### config.mk
export PLATFORM = sky130hd
export DESIGN_NAME = dma_irq_ctrl
export DESIGN_NICKNAME = d
export VERILOG_FILES = /design/src/rtl/dicr_pkg.sv /design/src/rtl/dicr_field.sv /design/src/rtl/dicr_irq.sv /design/src/rtl/dicr_start_gate.sv /design/src/rtl/dma_irq_ctrl.sv
export SDC_FILE = /design/constraint.sdc
export NUM_CORES = 1
export LEC_CHECK = 0
export BUFFER_PORTS_ARGS = -buffer_cell sky130_fd_sc_hd__buf_2
export CAP_MARGIN = 15
export CORE_MARGIN = 2
export CORE_UTILIZATION = 34
export CTS_CLUSTER_SIZE = 40
export DETAILED_ROUTE_END_ITERATION = 16
export GPL_TIMING_DRIVEN = 0
export PLACE_DENSITY_LB_ADDON = 0.3
export SLEW_MARGIN = 25
export SYNTH_ARGS = -nofsm -noshare
export SYNTH_HDL_FRONTEND = slang
export SYNTH_SLANG_ARGS = --single-unit
### constraint.sdc
create_clock -name clk -period 1.7 [get_ports clk]
set_input_delay 0.255 -clock clk [delete_from_list [all_inputs] [get_ports clk]]
set_output_delay 0.255 -clock clk [all_outputs]
set_load 0.05 [all_outputs]
### src/rtl/dicr_pkg.sv
// Package: field positions shared by the DMA interrupt control register
// and its channel start gate. Positions are fixed by the register layout.
package dicr_pkg;
    localparam int SPARE_LO    = 0;
    localparam int SPARE_W     = 6;
    localparam int BUSERR_BIT  = 15;
    localparam int EN_LO       = 16;
    localparam int MASTER_BIT  = 23;
    localparam int FLAG_LO     = 24;
    localparam int SENT_BIT    = 31;
    localparam int MAX_CH      = 7;
    localparam int CTL_GO_BIT  = 24;
    localparam int PRIO_STRIDE = 4;
    localparam int PRIO_EN_OFS = 3;
endpackage

### src/rtl/dicr_field.sv
// Module: dicr_field
// Holds the writable fields and the completion flags of the interrupt
// control register, and presents next-state values so the request logic
// updates on the same edge. Assumes NCH <= MAX_CH and one write per cycle.
module dicr_field
    import dicr_pkg::*;
#(
    parameter int NCH = 7
) (
    input  logic                clk,
    input  logic                rst_n,
    input  logic                wr_en,
    input  logic [31:0]         wr_data,
    input  logic [NCH-1:0]      done,
    output logic [SPARE_W-1:0]  spare_q,
    output logic                buserr_q,
    output logic [NCH-1:0]      en_q,
    output logic                master_q,
    output logic [NCH-1:0]      flags_q,
    output logic                buserr_nxt,
    output logic                master_nxt,
    output logic [NCH-1:0]      flags_nxt
);
    logic [SPARE_W-1:0] spare_nxt;
    logic [NCH-1:0]     en_nxt;
    logic [NCH-1:0]     flags_kept;
    logic               unused_wr_bits;

    assign unused_wr_bits = ^wr_data;

    // Next values: direct fields from the write, flags cleared by ones, set by enabled completions.
    always_comb begin
        spare_nxt  = wr_en ? wr_data[SPARE_LO +: SPARE_W] : spare_q;
        buserr_nxt = wr_en ? wr_data[BUSERR_BIT]          : buserr_q;
        en_nxt     = wr_en ? wr_data[EN_LO +: NCH]        : en_q;
        master_nxt = wr_en ? wr_data[MASTER_BIT]          : master_q;
        flags_kept = wr_en ? (flags_q & ~wr_data[FLAG_LO +: NCH]) : flags_q;
        flags_nxt  = flags_kept | (done & en_nxt);
    end

    // Register update with synchronous clear.
    always_ff @(posedge clk) begin
        if (!rst_n) begin
            spare_q  <= '0;
            buserr_q <= 1'b0;
            en_q     <= '0;
            master_q <= 1'b0;
            flags_q  <= '0;
        end else begin
            spare_q  <= spare_nxt;
            buserr_q <= buserr_nxt;
            en_q     <= en_nxt;
            master_q <= master_nxt;
            flags_q  <= flags_nxt;
        end
    end

    // A newly set flag must belong to an enabled channel.
    p_flag_needs_en_r4: assert property (@(posedge clk) disable iff (!rst_n)
        ((flags_q & ~$past(flags_q)) & ~en_q) == '0);

    // A flag may only drop where a one was written to it.
    p_flag_clear_w1_r3: assert property (@(posedge clk) disable iff (!rst_n)
        ((~flags_q & $past(flags_q)) &
         ~($past(wr_en) ? $past(wr_data[FLAG_LO +: NCH]) : '0)) == '0);
endmodule

### src/rtl/dicr_irq.sv
// Module: dicr_irq
// Tracks the "request sent" state from the next-state interrupt condition
// and emits a single-cycle request on its rising edge only.
// Assumes inputs are next-state values from dicr_field.
module dicr_irq #(
    parameter int NCH = 7
) (
    input  logic           clk,
    input  logic           rst_n,
    input  logic           master_nxt,
    input  logic           buserr_nxt,
    input  logic [NCH-1:0] flags_nxt,
    output logic           sent_q,
    output logic           irq_req
);
    logic cond_nxt;

    // Interrupt condition as it will stand after this edge.
    assign cond_nxt = (master_nxt && (|flags_nxt)) || buserr_nxt;

    // Sent bit follows the condition; request only on its 0-to-1 change.
    always_ff @(posedge clk) begin
        if (!rst_n) begin
            sent_q  <= 1'b0;
            irq_req <= 1'b0;
        end else begin
            sent_q  <= cond_nxt;
            irq_req <= cond_nxt && !sent_q;
        end
    end

    // A request appears only in the cycle the sent bit has just risen.
    p_req_on_rise_r6: assert property (@(posedge clk) disable iff (!rst_n)
        irq_req |-> (sent_q && !$past(sent_q)));

    // No request while the sent bit stays high.
    p_req_not_held_r6: assert property (@(posedge clk) disable iff (!rst_n)
        (sent_q && $past(sent_q)) |-> !irq_req);
endmodule

### src/rtl/dicr_start_gate.sv
// Module: dicr_start_gate
// Decides channel starts from control writes and the priority register
// enables, keeps a per-channel active bit and flags go writes to active
// channels. Assumes at most one control write per cycle.
module dicr_start_gate
    import dicr_pkg::*;
#(
    parameter int NCH = 7,
    localparam int CHW = (NCH > 1) ? $clog2(NCH) : 1
) (
    input  logic           clk,
    input  logic           rst_n,
    input  logic           ctl_wr_en,
    input  logic [CHW-1:0] ctl_wr_ch,
    input  logic [31:0]    ctl_wr_data,
    input  logic [31:0]    prio_en,
    input  logic [NCH-1:0] done,
    output logic [NCH-1:0] chan_start,
    output logic [NCH-1:0] chan_active,
    output logic           start_busy
);
    logic           go;
    logic [NCH-1:0] sel;
    logic [NCH-1:0] busy_hit;
    logic           unused_in_bits;

    assign go             = ctl_wr_data[CTL_GO_BIT];
    assign unused_in_bits = ^{ctl_wr_data, prio_en};

    for (genvar n = 0; n < NCH; n++) begin : g_ch
        assign sel[n]      = ctl_wr_en && (ctl_wr_ch == CHW'(n));
        assign busy_hit[n] = sel[n] && go && chan_active[n];

        // Per-channel start pulse and active state; a write outranks a completion.
        always_ff @(posedge clk) begin
            if (!rst_n) begin
                chan_start[n]  <= 1'b0;
                chan_active[n] <= 1'b0;
            end else begin
                chan_start[n] <= sel[n] && go && prio_en[PRIO_EN_OFS + PRIO_STRIDE*n];
                if (sel[n])
                    chan_active[n] <= go;
                else if (done[n])
                    chan_active[n] <= 1'b0;
            end
        end

        // A start must come from a gated go write to this channel.
        p_start_gated_r7: assert property (@(posedge clk) disable iff (!rst_n)
            chan_start[n] |-> $past(sel[n] && go && prio_en[PRIO_EN_OFS + PRIO_STRIDE*n]));
    end

    // Busy-restart flag, one cycle after the offending write.
    always_ff @(posedge clk) begin
        if (!rst_n) start_busy <= 1'b0;
        else        start_busy <= |busy_hit;
    end

    // One control write per cycle gives at most one start.
    p_start_onehot_r7: assert property (@(posedge clk) disable iff (!rst_n)
        $onehot0(chan_start));
endmodule

### src/rtl/dma_irq_ctrl.sv
// Module: dma_irq_ctrl
// DMA interrupt control register with completion flags, one-shot request
// to the interrupt controller, and per-channel start gating.
// Assumes 1 <= NCH <= 7; unused channel field bits read 0.
module dma_irq_ctrl
    import dicr_pkg::*;
#(
    parameter int NCH = 7,
    localparam int CHW = (NCH > 1) ? $clog2(NCH) : 1
) (
    input  logic           clk,
    input  logic           rst_n,
    input  logic           icr_wr_en,
    input  logic [31:0]    icr_wr_data,
    input  logic [NCH-1:0] ch_done,
    output logic [31:0]    icr_rd_data,
    output logic           irq_req,
    input  logic           ctl_wr_en,
    input  logic [CHW-1:0] ctl_wr_ch,
    input  logic [31:0]    ctl_wr_data,
    input  logic [31:0]    prio_en,
    output logic [NCH-1:0] chan_start,
    output logic [NCH-1:0] chan_active,
    output logic           start_busy
);
    logic [SPARE_W-1:0] spare_q;
    logic               buserr_q, master_q, sent_q;
    logic [NCH-1:0]     en_q, flags_q, flags_nxt;
    logic               buserr_nxt, master_nxt;

    dicr_field #(.NCH(NCH)) u_field (
        .clk(clk), .rst_n(rst_n), .wr_en(icr_wr_en), .wr_data(icr_wr_data),
        .done(ch_done), .spare_q(spare_q), .buserr_q(buserr_q), .en_q(en_q),
        .master_q(master_q), .flags_q(flags_q), .buserr_nxt(buserr_nxt),
        .master_nxt(master_nxt), .flags_nxt(flags_nxt)
    );

    dicr_irq #(.NCH(NCH)) u_irq (
        .clk(clk), .rst_n(rst_n), .master_nxt(master_nxt),
        .buserr_nxt(buserr_nxt), .flags_nxt(flags_nxt),
        .sent_q(sent_q), .irq_req(irq_req)
    );

    dicr_start_gate #(.NCH(NCH)) u_gate (
        .clk(clk), .rst_n(rst_n), .ctl_wr_en(ctl_wr_en), .ctl_wr_ch(ctl_wr_ch),
        .ctl_wr_data(ctl_wr_data), .prio_en(prio_en), .done(ch_done),
        .chan_start(chan_start), .chan_active(chan_active), .start_busy(start_busy)
    );

    // Assemble the read view; gaps and absent channels read 0.
    always_comb begin
        icr_rd_data = '0;
        icr_rd_data[SPARE_LO +: SPARE_W] = spare_q;
        icr_rd_data[BUSERR_BIT]          = buserr_q;
        icr_rd_data[EN_LO +: NCH]        = en_q;
        icr_rd_data[MASTER_BIT]          = master_q;
        icr_rd_data[FLAG_LO +: NCH]      = flags_q;
        icr_rd_data[SENT_BIT]            = sent_q;
    end

    // The sent bit agrees with the visible fields every cycle.
    p_sent_tracks_cond_r5: assert property (@(posedge clk) disable iff (!rst_n)
        icr_rd_data[SENT_BIT] ==
        ((icr_rd_data[MASTER_BIT] && (|icr_rd_data[30:24])) || icr_rd_data[BUSERR_BIT]));
endmodule

==> results of run 1 <==
==> placed cells by master (no fill, tap or decap), types with 4 or more instances in the layout <==
cell type  count
clkbuf_8       6
nand4_1        4
and2_1         7
nand2_1        6
nor2b_1       19
conb_1         9
dfxtp_1       39
buf_2         81
and3_1         4
a21oi_1        9
a21boi_0       5
nor2_1         4
mux2i_1       16
buf_4         15
nand3b_1       4
clkbuf_1       4
nand3_1       11
o221ai_1       7
inv_1          8
==> stage by stage <==
stage,setup TNS (ns),hold slack (ns)
2_1_floorplan,0,0.377
3_3_place_gp,-0.0229,0.420
3_5_place_dp,-0.0436,0.415
4_1_cts,0,0.184
5_1_grt,0,0.180
6_report,0,0.196
==> routing by layer <==
layer,vias up,wire (um),GRT usage (%)
li1,805,-,-
met1,701,2000,19.0
met2,64,1840,22.9
met3,2,378,5.82
met4,0,22,4.09
met5,-,0,0
==> registers in the layout, summed over array words and instances, names as in the netlist <==
signal,flops
u_field.en_q,7
u_field.master_q,1
u_field.spare_q,6
u_irq.irq_req,1
u_gate.chan_active,7
u_gate.start_busy,1
u_field.buserr_q,1
u_irq.sent_q,1
u_field.flags_q,7
u_gate.chan_start,7
==> final timing paths <==
kind | to | slack (ns) | depth (start not counted)
worst min-delay path | u_gate.chan_start[4] | 0.20 | 3
worst max register to register | u_irq.irq_req | 0.30 | 4
worst min register to register | u_irq.irq_req | 0.42 | 1
worst max-delay path | u_irq.irq_req | 0.30 | 4
==> kinds of logic after synthesis <==
group           after synthesis  synth area share [%]
mux                          18                  10.4
simple gates                 67                  23.1
compound gates               28                  11.2
buf+inv                      30                  10.6
other cells                   1                 0.214
flops                        39                  44.5
==> worst max-delay path, stage by stage, from the launching register on <==
cell and delay (ns):
dfxtp_1 0.32, a21oi_1 0.14, o221ai_1 0.15, nor4_1 0.51, a211oi_1 0.14
==> final cells by class <==
| cell class | count | area [um2] | share of cell area [%] |
|---|---|---|---|
| multi-input cells | 122 | 817 | 34.6 |
| clock inverters | 1 | 5.00 | 0.212 |
| inverters | 8 | 30.0 | 1.27 |
| clock buffers | 6 | 82.6 | 3.50 |
| flip-flops and latches | 39 | 781 | 33.1 |
| plain buffers | 22 | 155 | 6.58 |
| repair buffers | 80 | 400 | 17.0 |
| well taps | 70 | 87.6 | 3.71 |
==> power by group <==
part | leakage, uW | total (uW) | internal [uW] | switching (uW)
sequential | 0.000319 | 980 | 956 | 24.5
clock | 0.0000470 | 633 | 319 | 314
combinational | 0.000788 | 488 | 164 | 325
total | 0.00115 | 2100 | 1440 | 663
==> impl_results.md, run 1 <==
- WL per Instance: 12.2 um
- Crit-path max FO: 3
- Vias/cell: 4.52
- Hold_sp: prio_en[19]
- Antenna cells: 0
- Place WS: -0.0436 ns
- Ys async rst share: 0%
- Yosys reg bits: 39
- Dominant synthesized flop cell: dfxtp_1
- Largest net degree at the start of global routing: 12
- Syn avg cell area: 9.58 um2
- Gpl congestion: 0.782
- Congestion Overflow GR: 0
- Cells after synthesis: 183
- Fin crit share: 82.4%
- Max cap viols: 0
- Commonest cells in the synthesized netlist: dfxtp_1 (39), nor2b_1 (19), mux2i_1 (16), buf_4 (15), nand3_1 (11)
- WP data arrival: 1.54 ns
- Drt drc: 0
- DR iter-0 viols: 78
- Area after DPL: 0.00227 mm2
- Seq/Total Area, Yosys: 44.5%
- Post-synth EDFFs: 0
- Routed Wire Length: 4240 um
- DIE AREA: 0.00575 mm2
- Slew @ Worst Pin: 0.499 ns
- Layout fillers: 500
- Clock tree sinks: 39
- Ys Warns: 0
- DP HPWL: 3300 um
- Initial Utilization: 34.8%
- Hold Crit Class: in2reg
- Setup repair after global routing missed its margin: false
- Post-CTS Resized: 0
- Power per cell area: 891 mW/mm2
- Final ANT Viol Nets: 0
- Hold Buf Count CTS: 0
- Final Total Pwr: 2100 uW
- Layout Utilization: 46.8%
- Std cell rows: 26
- Cts bufs inserted: 5
- Post-Place Cells: 341
- # IOs: 158
- Global-route wire length before repair: 6270 um
- Die width: 75.8 um
- Layout Area Growth over Synthesis: 34.5%
- GRT Total Usage: 14.7%
- Synthesized cell area: 0.00175 mm2
- Vias in the first global route: 1374
- Relative slew margins: 66.4%
- Clock transition at path regs: 0.08 ns
- Final Hold Fails: 0
- Final-stage net count: 388
- DIE HEIGHT: 75.8 um
- Max Root-Sink Buffers: 2
- Peak supply drop: 439 uV
- Routed vias: 1572
- Fraction of layout cells with a size suffix above 1: 39.2%
- Setup Skew: 0.00337 ns
- Core footprint: 0.00504 mm2
- Setup slack after layout: 0.300 ns
- WS Path Type: reg2reg
- Critical Path Sink Type: register
- Crit path launch type: register
- Post-CTS setup buffer count: 0
- Status: finished clean
- Worst EP required: 1.84 ns
- Top cells by area, synth: dfxtp_1 (45%), mux2i_1 (9.1%), nor2b_1 (6.8%), buf_4 (6.4%), o221ai_1 (3.5%)
- CP Launch Point: u_field.en_q[2]
- TritonCTS clock tree: done
- Cell variety after synth: 34
- Final min period: 1.40 ns
- Leakage: 0.00115 uW
- Worst skew pair latency: 0.28 ns
- R2r startpoint: u_field.en_q[2]
- Clk root buf: clkbuf_8
- Final Setup Violations: 0
- Synth top area share: 44.5%
- H-tree levels: 2
- First-pass DRT Iterations: 4
- Final Non-Filler Cells: 348
- Port bufs: 80
- Maximum achievable frequency: 714 MHz
- Count leader, synth: dfxtp_1
- Final Slew Violations: 0
- Final Cell Area: 0.00236 mm2
- Cell taking the most area after synthesis: dfxtp_1
- Initial antenna violation count: 0
No activity file was read; power rests on OpenSTA's default activity.
==> run 2, diff against run 1 <==
clock period = 1.14 ns   (was 1.7 ns; I/O delays follow)
==> impl_results.md, run 2 (synthesized netlist as in run 1, its figures left out) <==
- Status: finished with violations (was finished clean)
- Failing checks: setup timing
- Final Slew Violations: 0 (unchanged)
- Layout Area Growth over Synthesis: 44.3% (was 34.5%)
- Final ANT Viol Nets: 0 (unchanged)
- Peak supply drop: 647 uV (was 439 uV)
- Routed Wire Length: 4330 um (was 4240 um)
- DIE AREA: 0.00575 mm2 (unchanged)
- Cell Chain, Critical Path: a21oi_2 > o221ai_2 > nor4_4 > a211oi_1 (was a21oi_1 > o221ai_1 > nor4_1 > a211oi_1)
- Clock tree sinks: 39 (unchanged)
- Vias in the first global route: 1389 (was 1374)
- Power per cell area: 1390 mW/mm2 (was 891 mW/mm2)
- Final-stage net count: 388 (unchanged)
- Gpl congestion: 0.795 (was 0.782)
- Core footprint: 0.00504 mm2 (unchanged)
- Crit path launch type: register (unchanged)
- Initial antenna violation count: 0 (unchanged)
- Layout fillers: 497 (was 500)
- Die width: 75.8 um (unchanged)
- TritonCTS clock tree: done (unchanged)
- Worst skew pair latency: 0.29 ns (was 0.28 ns)
- Max stage delay on crit path: 0.36 ns (was 0.51 ns)
- Worst EP required: 1.31 ns (was 1.84 ns)
- Final hold slack: 0.112 ns (was 0.196 ns)
- Drt drc: 0 (unchanged)
- Maximum achievable frequency: 838 MHz (was 714 MHz)
- Hold Crit Class: in2reg (unchanged)
- Largest net degree at the start of global routing: 13 (was 12)
- WL per Instance: 12.4 um (was 12.2 um)
- DR iter-0 viols: 51 (was 78)
- H-tree levels: 2 (unchanged)
- Final Total Pwr: 3500 uW (was 2100 uW)
- Final Hold Fails: 0 (unchanged)
- Congestion Overflow GR: 0 (unchanged)
- # IOs: 158 (unchanged)
- Port bufs: 80 (unchanged)
- WP data arrival: 1.36 ns (was 1.54 ns)
- Critical Path Sink Type: register (unchanged)
- Max Root-Sink Buffers: 2 (unchanged)
- DP HPWL: 3360 um (was 3300 um)
- Crit-path max FO: 3 (unchanged)
- Final Cell Area: 0.00253 mm2 (was 0.00236 mm2)
- Global-route wire length before repair: 6430 um (was 6270 um)
- DIE HEIGHT: 75.8 um (unchanged)
- Clk root buf: clkbuf_8 (unchanged)
- Most frequent cells in the layout: buf_2 (76), dfxtp_1 (21), nor2b_1 (19) (was buf_2 (81), dfxtp_1 (39), nor2b_1 (19))
- First-pass DRT Iterations: 4 (unchanged)
- Setup slack after layout: -0.0531 ns (was 0.300 ns)
- Antenna cells: 0 (unchanged)
- Setup Skew: 0.00790 ns (was 0.00337 ns)
- Area after DPL: 0.00233 mm2 (was 0.00227 mm2)
- Layout Utilization: 50.1% (was 46.8%)
- Setup repair after global routing missed its margin: true (was false)
- WS Path Type: reg2reg (unchanged)
- Clock transition at path regs: 0.08 ns (about the same)
- Most common cell after layout, fill and taps aside: buf_2 (unchanged)
- Area of the multi-input gates: 881 um2 (was 817 um2)
- FF+latch area: 823 um2 (was 781 um2)
- Leakage: 0.00119 uW (was 0.00115 uW)
- Routed vias: 1598 (was 1572)
- Vias/cell: 4.58 (was 4.52)
- Max cap viols: 0 (unchanged)
- Fin crit share: 105% (was 82.4%)
- Final Setup Violations: 3 (was 0)
- Hold Buf Count CTS: 0 (unchanged)
- Std cell rows: 26 (unchanged)
- Final min period: 1.19 ns (was 1.40 ns)
- Cts bufs inserted: 5 (unchanged)
- Slowest CP cell: dfxtp_4 (was nor4_1)
- GRT Total Usage: 15.2% (was 14.7%)
- Initial Utilization: 34.8% (unchanged)
- Final setup TNS: -0.125 ns (was 0 ns)
- Fraction of layout cells with a size suffix above 1: 49.5% (was 39.2%)
- Post-CTS setup buffer count: 0 (unchanged)
-- run 2: changes by cell type in the layout (fill, tap and decap cells not counted), sizes merged --
cell | previous run | this run
clkbuf | 10 | 12
buf | 98 | 97
bufinv | 0 | 1
clkinv | 1 | 0
-- run 2: path summary, 6_finish.rpt --
path                            slack [ns]              endpoint             from  cells past startpoint
worst max-delay path                 -0.05         u_irq.irq_req  u_field.en_q[1]                      4
worst min-delay path                  0.11  u_gate.chan_start[4]      prio_en[19]                      3
worst max register to register       -0.05         u_irq.irq_req  u_field.en_q[1]                      4
worst min register to register        0.43         u_irq.irq_req     u_irq.sent_q                      1
-- run 2: routing by layer --
| metal | track usage, % | wire length [um] | vias up |
|---|---|---|---|
| met1 | 19.6 | 1960 | 717 |
| li1 | - | - | 805 |
| met5 | 0 | 0 | - |
| met2 | 23.0 | 1920 | 74 |
| met3 | 6.61 | 435 | 2 |
| met4 | 4.09 | 23 | 0 |
-- run 2: critical path: cells and delay by family (launching register included) --
family,cells,cell delay [ns]
DFF,1,0.36
and+or+nand+nor,1,0.33
AOI/OAI and AO/OA,3,0.38
-- run 2: layout make-up --
type,count,share of cell area [%]
Multi-Input combinational cell,122,34.8
Sequential cell,39,32.6
Timing Repair Buffer,80,16.5
Buffer,22,6.43
Clock buffer,7,3.86
Tap cell,70,3.46
Clock inverter,1,1.19
Inverter,8,1.19
-- run 2: metrics by stage --
step	instances	worst slack (ns)
6_report	349	-0.0531
5_1_grt	349	-0.143
4_1_cts	349	-0.0533
3_5_place_dp	341	-0.497
3_3_place_gp	341	-0.507
2_1_floorplan	191	-0.0733
-- run 2: power breakdown --
group          internal [uW]  switching [uW]  total (uW)
sequential              1420            41.7        1460
combinational            272             506         778
clock                    787             477        1260
-- run 2: what timing repair did --
action,CTS,global route
pin swaps,5,0
setup endpoints to repair,7,4
resized for setup,12,3
